File: config.mk
export PLATFORM = sky130hd
export DESIGN_NAME = spi_burst_master
export DESIGN_NICKNAME = d
export VERILOG_FILES = /design/src/rtl/spi_burst_pkg.sv /design/src/rtl/spi_edge_gen.sv /design/src/rtl/spi_shift_core.sv /design/src/rtl/spi_cs_decode.sv /design/src/rtl/spi_burst_master.sv
export SDC_FILE = /design/constraint.sdc
export NUM_CORES = 1
export LEC_CHECK = 0
export BUFFER_PORTS_ARGS = -buffer_cell sky130_fd_sc_hd__buf_2
export CORE_ASPECT_RATIO = 0.8
export CORE_MARGIN = 5
export CORE_UTILIZATION = 35
export CTS_CLUSTER_DIAMETER = 120
export DETAILED_ROUTE_END_ITERATION = 16
export MAX_ROUTING_LAYER = met4
export PLACE_DENSITY = 0.52
export SYNTH_ARGS = -nofsm -noshare
export SYNTH_HDL_FRONTEND = slang
export SYNTH_SLANG_ARGS = --single-unit
export TNS_END_PERCENT = 10
File: constraint.sdc
create_clock -name clk -period 3.1 [get_ports clk]
set_clock_uncertainty 0.15 [all_clocks]
set_input_delay 0.31 -clock clk [delete_from_list [all_inputs] [get_ports clk]]
set_output_delay 0.31 -clock clk [all_outputs]
set_load 0.02 [all_outputs]
File: src/rtl/spi_burst_pkg.sv
`timescale 1ns/1ps
package spi_burst_pkg;

    localparam int unsigned WORD_W = 16;
    localparam int unsigned ADDR_W = 4;
    localparam int unsigned SEL_W  = 2;
    localparam int unsigned NUM_CS = 1 << SEL_W;
    localparam int unsigned DIV_W  = 5;

    localparam logic [ADDR_W-1:0] OFF_CTRL = 4'h0;
    localparam logic [ADDR_W-1:0] OFF_LAST = 4'h2;
    localparam logic [ADDR_W-1:0] OFF_HOLD = 4'h8;
    localparam logic [ADDR_W-1:0] OFF_PIPE = 4'hA;
    localparam logic [ADDR_W-1:0] OFF_DROP = 4'hC;

    typedef enum logic [1:0] {
        H_IDLE,
        H_XFER,
        H_PREF,
        H_PRDY
    } host_st_e;

    typedef struct packed {
        host_st_e           st;
        logic               cpol;
        logic [DIV_W-1:0]   speed;
        logic [SEL_W-1:0]   sel;
        logic               cs_en;
        logic               rel;
        logic               pipe;
        logic [WORD_W-1:0]  last;
        logic [WORD_W-1:0]  pf;
    } host_t;

    localparam host_t HOST_RST = '{
        st:    H_IDLE,
        cpol:  1'b0,
        speed: '0,
        sel:   '0,
        cs_en: 1'b0,
        rel:   1'b0,
        pipe:  1'b0,
        last:  '0,
        pf:    '0
    };

endpackage

File: src/rtl/spi_edge_gen.sv
`timescale 1ns/1ps
module spi_edge_gen #(
    parameter int unsigned DIV_W = 5
) (
    input  logic             clk,
    input  logic             rst_n,
    input  logic             run_i,
    input  logic [DIV_W-1:0] speed_i,
    output logic             step_o
);

    typedef struct packed {
        logic [DIV_W-1:0] div;
    } gen_t;

    gen_t s_d, s_q;

    always_comb begin
        s_d    = s_q;
        step_o = 1'b0;
        if (!run_i) begin
            s_d.div = '0;
        end else if (speed_i == '0) begin
            step_o = 1'b1;
        end else if (s_q.div == speed_i - 1'b1) begin
            step_o  = 1'b1;
            s_d.div = '0;
        end else begin
            s_d.div = s_q.div + 1'b1;
        end
    end

    always_ff @(posedge clk or negedge rst_n) begin
        if (!rst_n) s_q <= '0;
        else        s_q <= s_d;
    end


    step_spacing_chk: assert property (@(posedge clk) disable iff (!rst_n)
        (run_i && speed_i > 1 && step_o) |=> (!step_o || speed_i != $past(speed_i)));

endmodule

File: src/rtl/spi_shift_core.sv
`timescale 1ns/1ps
module spi_shift_core #(
    parameter int unsigned W = 16
) (
    input  logic         clk,
    input  logic         rst_n,
    input  logic         start_i,
    input  logic [W-1:0] tx_i,
    input  logic         cpol_i,
    input  logic         fast_i,
    input  logic         step_i,
    input  logic         miso_i,
    output logic         run_o,
    output logic         done_o,
    output logic [W-1:0] rx_o,
    output logic         mosi_o,
    output logic         sclk_o
);

    localparam int unsigned CNT_W = $clog2(2 * W);
    localparam logic [CNT_W-1:0] LAST_FAST = CNT_W'(W - 1);
    localparam logic [CNT_W-1:0] LAST_HALF = CNT_W'(2 * W - 1);

    typedef struct packed {
        logic             run;
        logic             done;
        logic             sclk;
        logic [CNT_W-1:0] cnt;
        logic [W-1:0]     sh;
        logic [W-1:0]     rx;
    } core_t;

    core_t s_d, s_q;

    always_comb begin
        s_d      = s_q;
        s_d.done = 1'b0;
        if (!s_q.run) begin
            s_d.sclk = cpol_i;
            if (start_i) begin
                s_d.run = 1'b1;
                s_d.sh  = tx_i;
                s_d.rx  = '0;
                s_d.cnt = '0;
            end
        end else if (step_i) begin
            s_d.cnt = s_q.cnt + 1'b1;
            if (fast_i) begin
                s_d.rx = {s_q.rx[W-2:0], miso_i};
                s_d.sh = {s_q.sh[W-2:0], 1'b0};
                if (s_q.cnt == LAST_FAST) begin
                    s_d.run  = 1'b0;
                    s_d.done = 1'b1;
                end
            end else begin
                s_d.sclk = ~s_q.sclk;
                if (!s_q.cnt[0]) s_d.rx = {s_q.rx[W-2:0], miso_i};
                else             s_d.sh = {s_q.sh[W-2:0], 1'b0};
                if (s_q.cnt == LAST_HALF) begin
                    s_d.run  = 1'b0;
                    s_d.done = 1'b1;
                end
            end
        end
    end

    always_ff @(posedge clk or negedge rst_n) begin
        if (!rst_n) s_q <= '0;
        else        s_q <= s_d;
    end

    assign run_o  = s_q.run;
    assign done_o = s_q.done;
    assign rx_o   = s_q.rx;
    assign mosi_o = s_q.sh[W-1];
    assign sclk_o = s_q.sclk;


    start_idle_chk: assert property (@(posedge clk) disable iff (!rst_n)
        start_i |-> !s_q.run);


    mosi_lead_stable_chk: assert property (@(posedge clk) disable iff (!rst_n)
        (s_q.run && !fast_i && step_i && !s_q.cnt[0]) |=> $stable(mosi_o));

endmodule

File: src/rtl/spi_cs_decode.sv
`timescale 1ns/1ps
module spi_cs_decode #(
    parameter int unsigned SEL_W = 2
) (
    input  logic                    clk,
    input  logic                    rst_n,
    input  logic                    en_q_i,
    input  logic [SEL_W-1:0]        sel_d_i,
    output logic [(1<<SEL_W)-1:0]   cs_n_o
);

    localparam int unsigned NCS = 1 << SEL_W;

    logic [SEL_W-1:0] act_d, act_q;

    always_comb begin
        act_d = en_q_i ? act_q : sel_d_i;
    end

    always_ff @(posedge clk or negedge rst_n) begin
        if (!rst_n) act_q <= '0;
        else        act_q <= act_d;
    end

    for (genvar i = 0; i < NCS; i++) begin : g_cs
        assign cs_n_o[i] = !(en_q_i && act_q == SEL_W'(i));
    end


    cs_onehot_chk: assert property (@(posedge clk) disable iff (!rst_n)
        $onehot0(~cs_n_o));


    sel_frozen_chk: assert property (@(posedge clk) disable iff (!rst_n)
        (en_q_i && $past(en_q_i)) |-> $stable(cs_n_o));

endmodule

File: src/rtl/spi_burst_master.sv
`timescale 1ns/1ps
module spi_burst_master
    import spi_burst_pkg::*;
(
    input  logic        clk,
    input  logic        rst_n,
    input  logic [3:0]  bus_addr,
    input  logic        bus_rd,
    input  logic        bus_wr,
    input  logic [15:0] bus_wdata,
    output logic [15:0] bus_rdata,
    output logic        bus_wait,
    output logic        spi_sclk,
    output logic        spi_mosi,
    input  logic        spi_miso,
    output logic [3:0]  spi_cs_n
);

    host_t h_d, h_q;

    logic              core_start;
    logic [WORD_W-1:0] core_tx;
    logic              core_run;
    logic              core_done;
    logic [WORD_W-1:0] core_rx;
    logic              core_sclk;
    logic              core_step;
    logic              fast_mode;
    logic              strobe;
    logic              data_acc;
    logic              collect;
    logic [WORD_W-1:0] ctrl_view;
    logic              unused_rsvd_bits;

    assign unused_rsvd_bits = ^bus_wdata[6:1];

    assign fast_mode = (h_q.speed == '0);
    assign strobe    = bus_rd | bus_wr;
    assign data_acc  = strobe && ((bus_addr == OFF_HOLD) || (bus_addr == OFF_DROP) ||
                                  (bus_addr == OFF_PIPE && bus_rd));
    assign collect   = bus_rd && ((bus_addr == OFF_HOLD) || (bus_addr == OFF_PIPE));
    assign ctrl_view = {spi_miso, h_q.cpol, h_q.speed[3:0], h_q.sel, h_q.cs_en,
                        6'b0, h_q.speed[4]};

    always_comb begin
        h_d        = h_q;
        core_start = 1'b0;
        core_tx    = '0;
        bus_wait   = 1'b0;
        bus_rdata  = '0;

        if (core_done) h_d.last = core_rx;

        if (bus_wr && bus_addr == OFF_CTRL) begin
            h_d.cpol  = bus_wdata[14];
            h_d.speed = {bus_wdata[0], bus_wdata[13:10]};
            h_d.sel   = bus_wdata[9:8];
            h_d.cs_en = bus_wdata[7];
        end

        case (bus_addr)
            OFF_CTRL: bus_rdata = ctrl_view;
            OFF_LAST: bus_rdata = h_q.last;
            default:  bus_rdata = '0;
        endcase

        case (h_q.st)
            H_IDLE: begin
                if (data_acc) begin
                    bus_wait   = 1'b1;
                    core_start = 1'b1;
                    core_tx    = bus_wr ? bus_wdata : '0;
                    h_d.st     = H_XFER;
                    h_d.rel    = (bus_addr == OFF_DROP);
                    h_d.pipe   = (bus_addr == OFF_PIPE) && bus_rd;
                    h_d.cs_en  = 1'b1;
                end
            end
            H_XFER: begin
                if (data_acc) begin
                    bus_wait = !core_done;
                    if (core_done && bus_rd) bus_rdata = core_rx;
                end
                if (core_done) begin
                    if (h_q.rel) h_d.cs_en = 1'b0;
                    if (h_q.pipe) begin
                        core_start = 1'b1;
                        h_d.st     = H_PREF;
                    end else begin
                        h_d.st = H_IDLE;
                    end
                end
            end
            H_PREF: begin
                if (data_acc) bus_wait = 1'b1;
                if (core_done) begin
                    h_d.pf = core_rx;
                    h_d.st = H_PRDY;
                end
            end
            H_PRDY: begin
                if (data_acc) begin
                    if (collect) begin
                        bus_rdata = h_q.pf;
                        if (bus_addr == OFF_PIPE) begin
                            core_start = 1'b1;
                            h_d.st     = H_PREF;
                        end else begin
                            h_d.st = H_IDLE;
                        end
                    end else begin
                        bus_wait   = 1'b1;
                        core_start = 1'b1;
                        core_tx    = bus_wr ? bus_wdata : '0;
                        h_d.st     = H_XFER;
                        h_d.rel    = (bus_addr == OFF_DROP);
                        h_d.pipe   = 1'b0;
                        h_d.cs_en  = 1'b1;
                    end
                end
            end
            default: h_d.st = H_IDLE;
        endcase
    end

    always_ff @(posedge clk or negedge rst_n) begin
        if (!rst_n) h_q <= HOST_RST;
        else        h_q <= h_d;
    end

    spi_edge_gen #(
        .DIV_W (DIV_W)
    ) i_edge_gen (
        .clk     (clk),
        .rst_n   (rst_n),
        .run_i   (core_run),
        .speed_i (h_q.speed),
        .step_o  (core_step)
    );

    spi_shift_core #(
        .W (WORD_W)
    ) i_shift_core (
        .clk     (clk),
        .rst_n   (rst_n),
        .start_i (core_start),
        .tx_i    (core_tx),
        .cpol_i  (h_q.cpol),
        .fast_i  (fast_mode),
        .step_i  (core_step),
        .miso_i  (spi_miso),
        .run_o   (core_run),
        .done_o  (core_done),
        .rx_o    (core_rx),
        .mosi_o  (spi_mosi),
        .sclk_o  (core_sclk)
    );

    spi_cs_decode #(
        .SEL_W (SEL_W)
    ) i_cs_decode (
        .clk     (clk),
        .rst_n   (rst_n),
        .en_q_i  (h_q.cs_en),
        .sel_d_i (h_d.sel),
        .cs_n_o  (spi_cs_n)
    );

    assign spi_sclk = fast_mode ? (core_run & ~clk) : core_sclk;


    prefetch_parked_chk: assert property (@(posedge clk) disable iff (!rst_n)
        (h_q.st == H_PRDY) |-> !core_run);


    wait_scope_chk: assert property (@(posedge clk) disable iff (!rst_n)
        bus_wait |-> data_acc);


    idle_level_chk: assert property (@(posedge clk) disable iff (!rst_n)
        (!core_run && $past(!core_run) && h_q.speed != '0 && $stable(h_q.cpol))
            |-> (spi_sclk == h_q.cpol));


    release_chk: assert property (@(posedge clk) disable iff (!rst_n)
        (h_q.st == H_XFER && h_q.rel && core_done) |=> (&spi_cs_n));

endmodule

Word-level counts from Yosys, hierarchy flattened --
Index checks and enable logic that the tools add are counted.
Operators by class: bitwise operators 4, muxes and demuxes 58, equality and inequality tests 22, reductions and logical operators 31, add/subtract/negate cells 3
Operator list (number):
- $mux 16 | 10
- $pmux 16 s2 | 3
- $mux 40 | 1
- $mux 38 | 1
- $mux 37 | 1
- $mux 32 | 1
- $mux 2 | 10
- $mux 1 | 19
- $mux 5 | 3
- $eq 4x4->1 const B | 3
- $mux 3 | 4
- $add 5x1->5 const B | 2
- $ne 2x2->1 const B | 5
- $logic_and 1x1->1 | 9
- $pmux 1 s3 | 3
- $eq 2x2->1 const B | 4
- $pmux 2 s4 | 1
- $reduce_and 4->1 | 2
- $ne 3x3->1 const B | 2
- $reduce_and 2->1 | 3
- $reduce_and 3->1 | 2
- $eq 5x4->1 const B | 1
- $eq 5x5->1 | 1
- $eq 5x5->1 const B | 1
- 15 further kinds | 26
Word-level totals: register bits 92, word-level logic and storage cells 135

Longest topological paths before layout --
depth after elaboration 8, depth in mapped cells 9

Hierarchy --
Synthesis repeated with hierarchy kept, for this count alone.
Unflattened totals: cells, all modules 417, area, all modules 4926.0 um^2
By module, submodules not included:
- spi_burst_master | area an instance 2412.3 um^2, times used 1, cells each 201, sequential area each 1126.1 um^2
- spi_shift_core | area an instance 1955.6 um^2, times used 1, cells each 154, sequential area each 1001.0 um^2
- spi_edge_gen | area an instance 456.7 um^2, times used 1, cells each 54, sequential area each 125.1 um^2
- spi_cs_decode | area an instance 101.3 um^2, times used 1, cells each 8, sequential area each 50.0 um^2

==> results.json <==
{
  "gp_congestion": 0.7537,
  "drt-total-wl_um": 11340,
  "placementRows": 37,
  "numPortBuffers": 47,
  "arrival_ps": 2320,
  "crit_required_ps": 2640,
  "synth_cell_type_count": 57,
  "synthArstFlopShare_pct": 100.0,
  "syn_area_per_cell_um2": 11.51,
  "multi_input_comb_area_mm2": 0.002172,
  "grt_max_degree": 54,
  "status": "finished clean",
  "dieArea_mm2": 0.01575,
  "relSlewSlack_pct": 42.56,
  "fin_ws_ps": 316.7,
  "grt_pass1_wl_um": 18860,
  "slew_viol_final": 0,
  "hold_viol": 0,
  "fin_nets": 500,
  "fillCellCount": 1222,
  "finalSetupViolCount": 0,
  "netlist_area_mm2": 0.004663,
  "post-place-ws_ps": 315.1,
  "io_pins": 48,
  "antenna-diode-count": 0,
  "min-delay-path-class": "in2reg",
  "cts_setup_buffers": 0,
  "period_needed_ps": 2783,
  "timing.hold.ws_ps": 15.40,
  "antenna_found_initial": 0,
  "finalSetupTns_ps": 0,
  "fin_cells": 645,
  "ctsHoldBuffers": 9,
  "max_freq_mhz": 359.3,
  "vias": 3503,
  "tightest_slew_ps": 859.6,
  "drive_gt1_share_pct": 29.79,
  "initial_core_util_pct": 35.97,
  "dieWidth_um": 139.1,
  "drc": 0,
  "core_area_mm2": 0.01296,
  "drt_iter0_markers": 304,
  "ys_ff_latch": 92,
  "cap_violations": 0,
  "ir_worst_vdd_uv": 311.3,
  "fp.dieH_um": 113.2,
  "fin_crit_sh_pct": 89.78,
  "netlist_instances": 405,
  "cp-end-kind": "primary output",
  "power_density_mw_per_mm2": 722.7,
  "leakage_uw": 0.002722,
  "seqCellArea_mm2": 0.002302,
  "clock_latency_ps": 450,
  "grt_pass1_vias": 3574,
  "syn2layout_area_growth_pct": 20.42,
  "vias_per_cell": 5.431,
  "path_max_fanout": 9,
  "critPathKind": "reg2out",
  "placed_cells": 617,
  "grt_overflow_total": 0,
  "drt-pass1-iter-count": 5,
  "cts-resized-gates": 0,
  "synth_seq_area_share_pct": 49.37,
  "routedWlPerCell_um": 17.59,
  "grtUsageTotal_pct": 15.44,
  "synth_warnings": 0,
  "hpwl_um": 7704,
  "synth_ff_type": "dfrtp_1",
  "synth_fp_nets": 439,
  "cts_tree": "done",
  "antenna_left": 0,
  "synth_edf_count": 0,
  "grt_setup_unrepaired": "false",
  "clkTransAtPathRegs_ps": 70,
  "start_kind": "register"
}
==> routing by layer <==
metal	vias up	global-route usage [%]	part of all wire, %	wire length [µm]
met5	-	-	0	0
met4	0	3.585	0.48	55
met3	5	4.520	5.6	636
met2	79	21.64	44	4966
met1	1786	22.05	50	5684
li1	1633	-	-	-
==> stage by stage <==
| stage | power, µW | area [µm²] | util [%] |
|---|---|---|---|
| after global routing | 4308 | 5615 | 43.32 |
| after detailed placement | 2709 | 5124 | 39.53 |
| after CTS | 4105 | 5605 | 43.24 |
| after floorplan | 2395 | 4663 | - |
| final | 4058 | 5615 | 43.32 |
| after global placement | 2691 | 5124 | 39.53 |
==> synth_stat cells (2+ instances only) <==
library cell	n	area, µm²
a2111o_1	2	22.52
a21oi_1	7	35.03
a221o_1	9	90.09
a221oi_1	7	61.31
a222oi_1	16	160.2
a22o_1	19	166.4
a31oi_1	3	18.77
and3_1	10	62.56
and4_1	2	17.52
buf_1	2	7.510
buf_2	2	10.01
buf_6	2	22.52
clkbuf_1	15	56.30
dfrtp_1	92	2302
ha_1	9	112.6
inv_1	24	90.09
mux2_2	48	540.5
mux2_4	4	60.06
mux2i_1	9	90.09
nand2_1	39	146.4
nand2b_1	4	25.02
nand3_1	7	35.03
nand3b_1	2	15.01
nor2_1	21	78.83
nor2b_1	3	18.77
nor4b_1	2	17.52
o211ai_1	2	15.01
o21ai_0	6	30.03
o22ai_1	3	18.77
o31ai_1	3	22.52
or3_1	2	12.51
xor2_1	4	35.03
==> report_power, final <==
part | switching [µW] | total, µW | leakage (µW) | internal [µW]
combinational | 587 | 1060 | 0.00129 | 474
clock | 492 | 1390 | 0.000198 | 897
sequential | 226 | 1610 | 0.00124 | 1380
total | 1310 | 4060 | 0.00272 | 2750
==> cells by family (layout without fill, tap and decap cells) <==
kind of cell    Yosys count  count (layout)  synth area share (%)
xor+xnor                  6               6                 1.422
flops                    92              92                 49.37
buf+inv                  46             111                 4.320
compound gates           86              86                 15.78
fa+ha+maj                 9               9                 2.415
simple gates            105             105                 11.89
mux                      61              61                 14.81
==> worst paths after layout <==
check,startpoint,end,slack [ps],cells after the start
min in group asynchronous,rst_n,h_q[2],240,2
max,ctrl_view[10],spi_sclk,320,5
max in group asynchronous,rst_n,h_q[22],1860,3
min reg2reg,i_shift_core.mosi_o,i_shift_core.mosi_o,360,1
min,bus_wdata[1],i_shift_core.s_q[17],20,3
max reg2reg,ctrl_view[10],i_shift_core.s_q[25],340,8
==> layout by cell type, fill, tap and decap left out, types with 3 or more instances in the layout <==
master,Yosys,final
buf_4,0,12
nand2_1,39,39
inv_1,24,24
dfrtp_1,92,92
mux2_4,4,4
and3_1,10,10
a31oi_1,3,3
mux2i_1,9,9
nand3_1,7,7
o21ai_0,6,6
a221oi_1,7,7
buf_2,2,46
a222oi_1,16,16
a22o_1,19,19
o22ai_1,3,3
ha_1,9,9
a21oi_1,7,7
a221o_1,9,9
xor2_1,4,4
nor2b_1,3,3
nand2b_1,4,4
dlygate4sd3_1,0,10
o31ai_1,3,3
nor2_1,21,21
mux2_2,48,48
clkbuf_16,0,12
==> registers in the layout, indices dropped and copies added (netlist names) <==
| register | cells |
|---|---|
| h_q | 36 |
| i_shift_core.s_q | 20 |
| i_shift_core.rx_o | 16 |
| ctrl_view | 9 |
| i_edge_gen.s_q | 5 |
| i_cs_decode.act_q | 2 |
| i_shift_core.done_o | 1 |
| i_shift_core.mosi_o | 1 |
| i_shift_core.run_o | 1 |
| i_shift_core.sclk_o | 1 |
==> layout make-up <==
cell class / instances / area share (%)
flip-flops and latches: 92 / 41.00
multi-input cells: 267 / 38.68
repair buffers: 68 / 7.754
clock buffers: 15 / 5.749
well taps: 175 / 3.899
inverters: 24 / 1.604
clock inverters: 4 / 1.315
==> critical path: stages, from the launching register on <==
cell and delay (ps):
dfrtp_1 420, inv_1 80, ha_1 210, or4b_1 630, o31ai_1 310, buf_2 220
No activity file was read; power rests on OpenSTA's default activity.
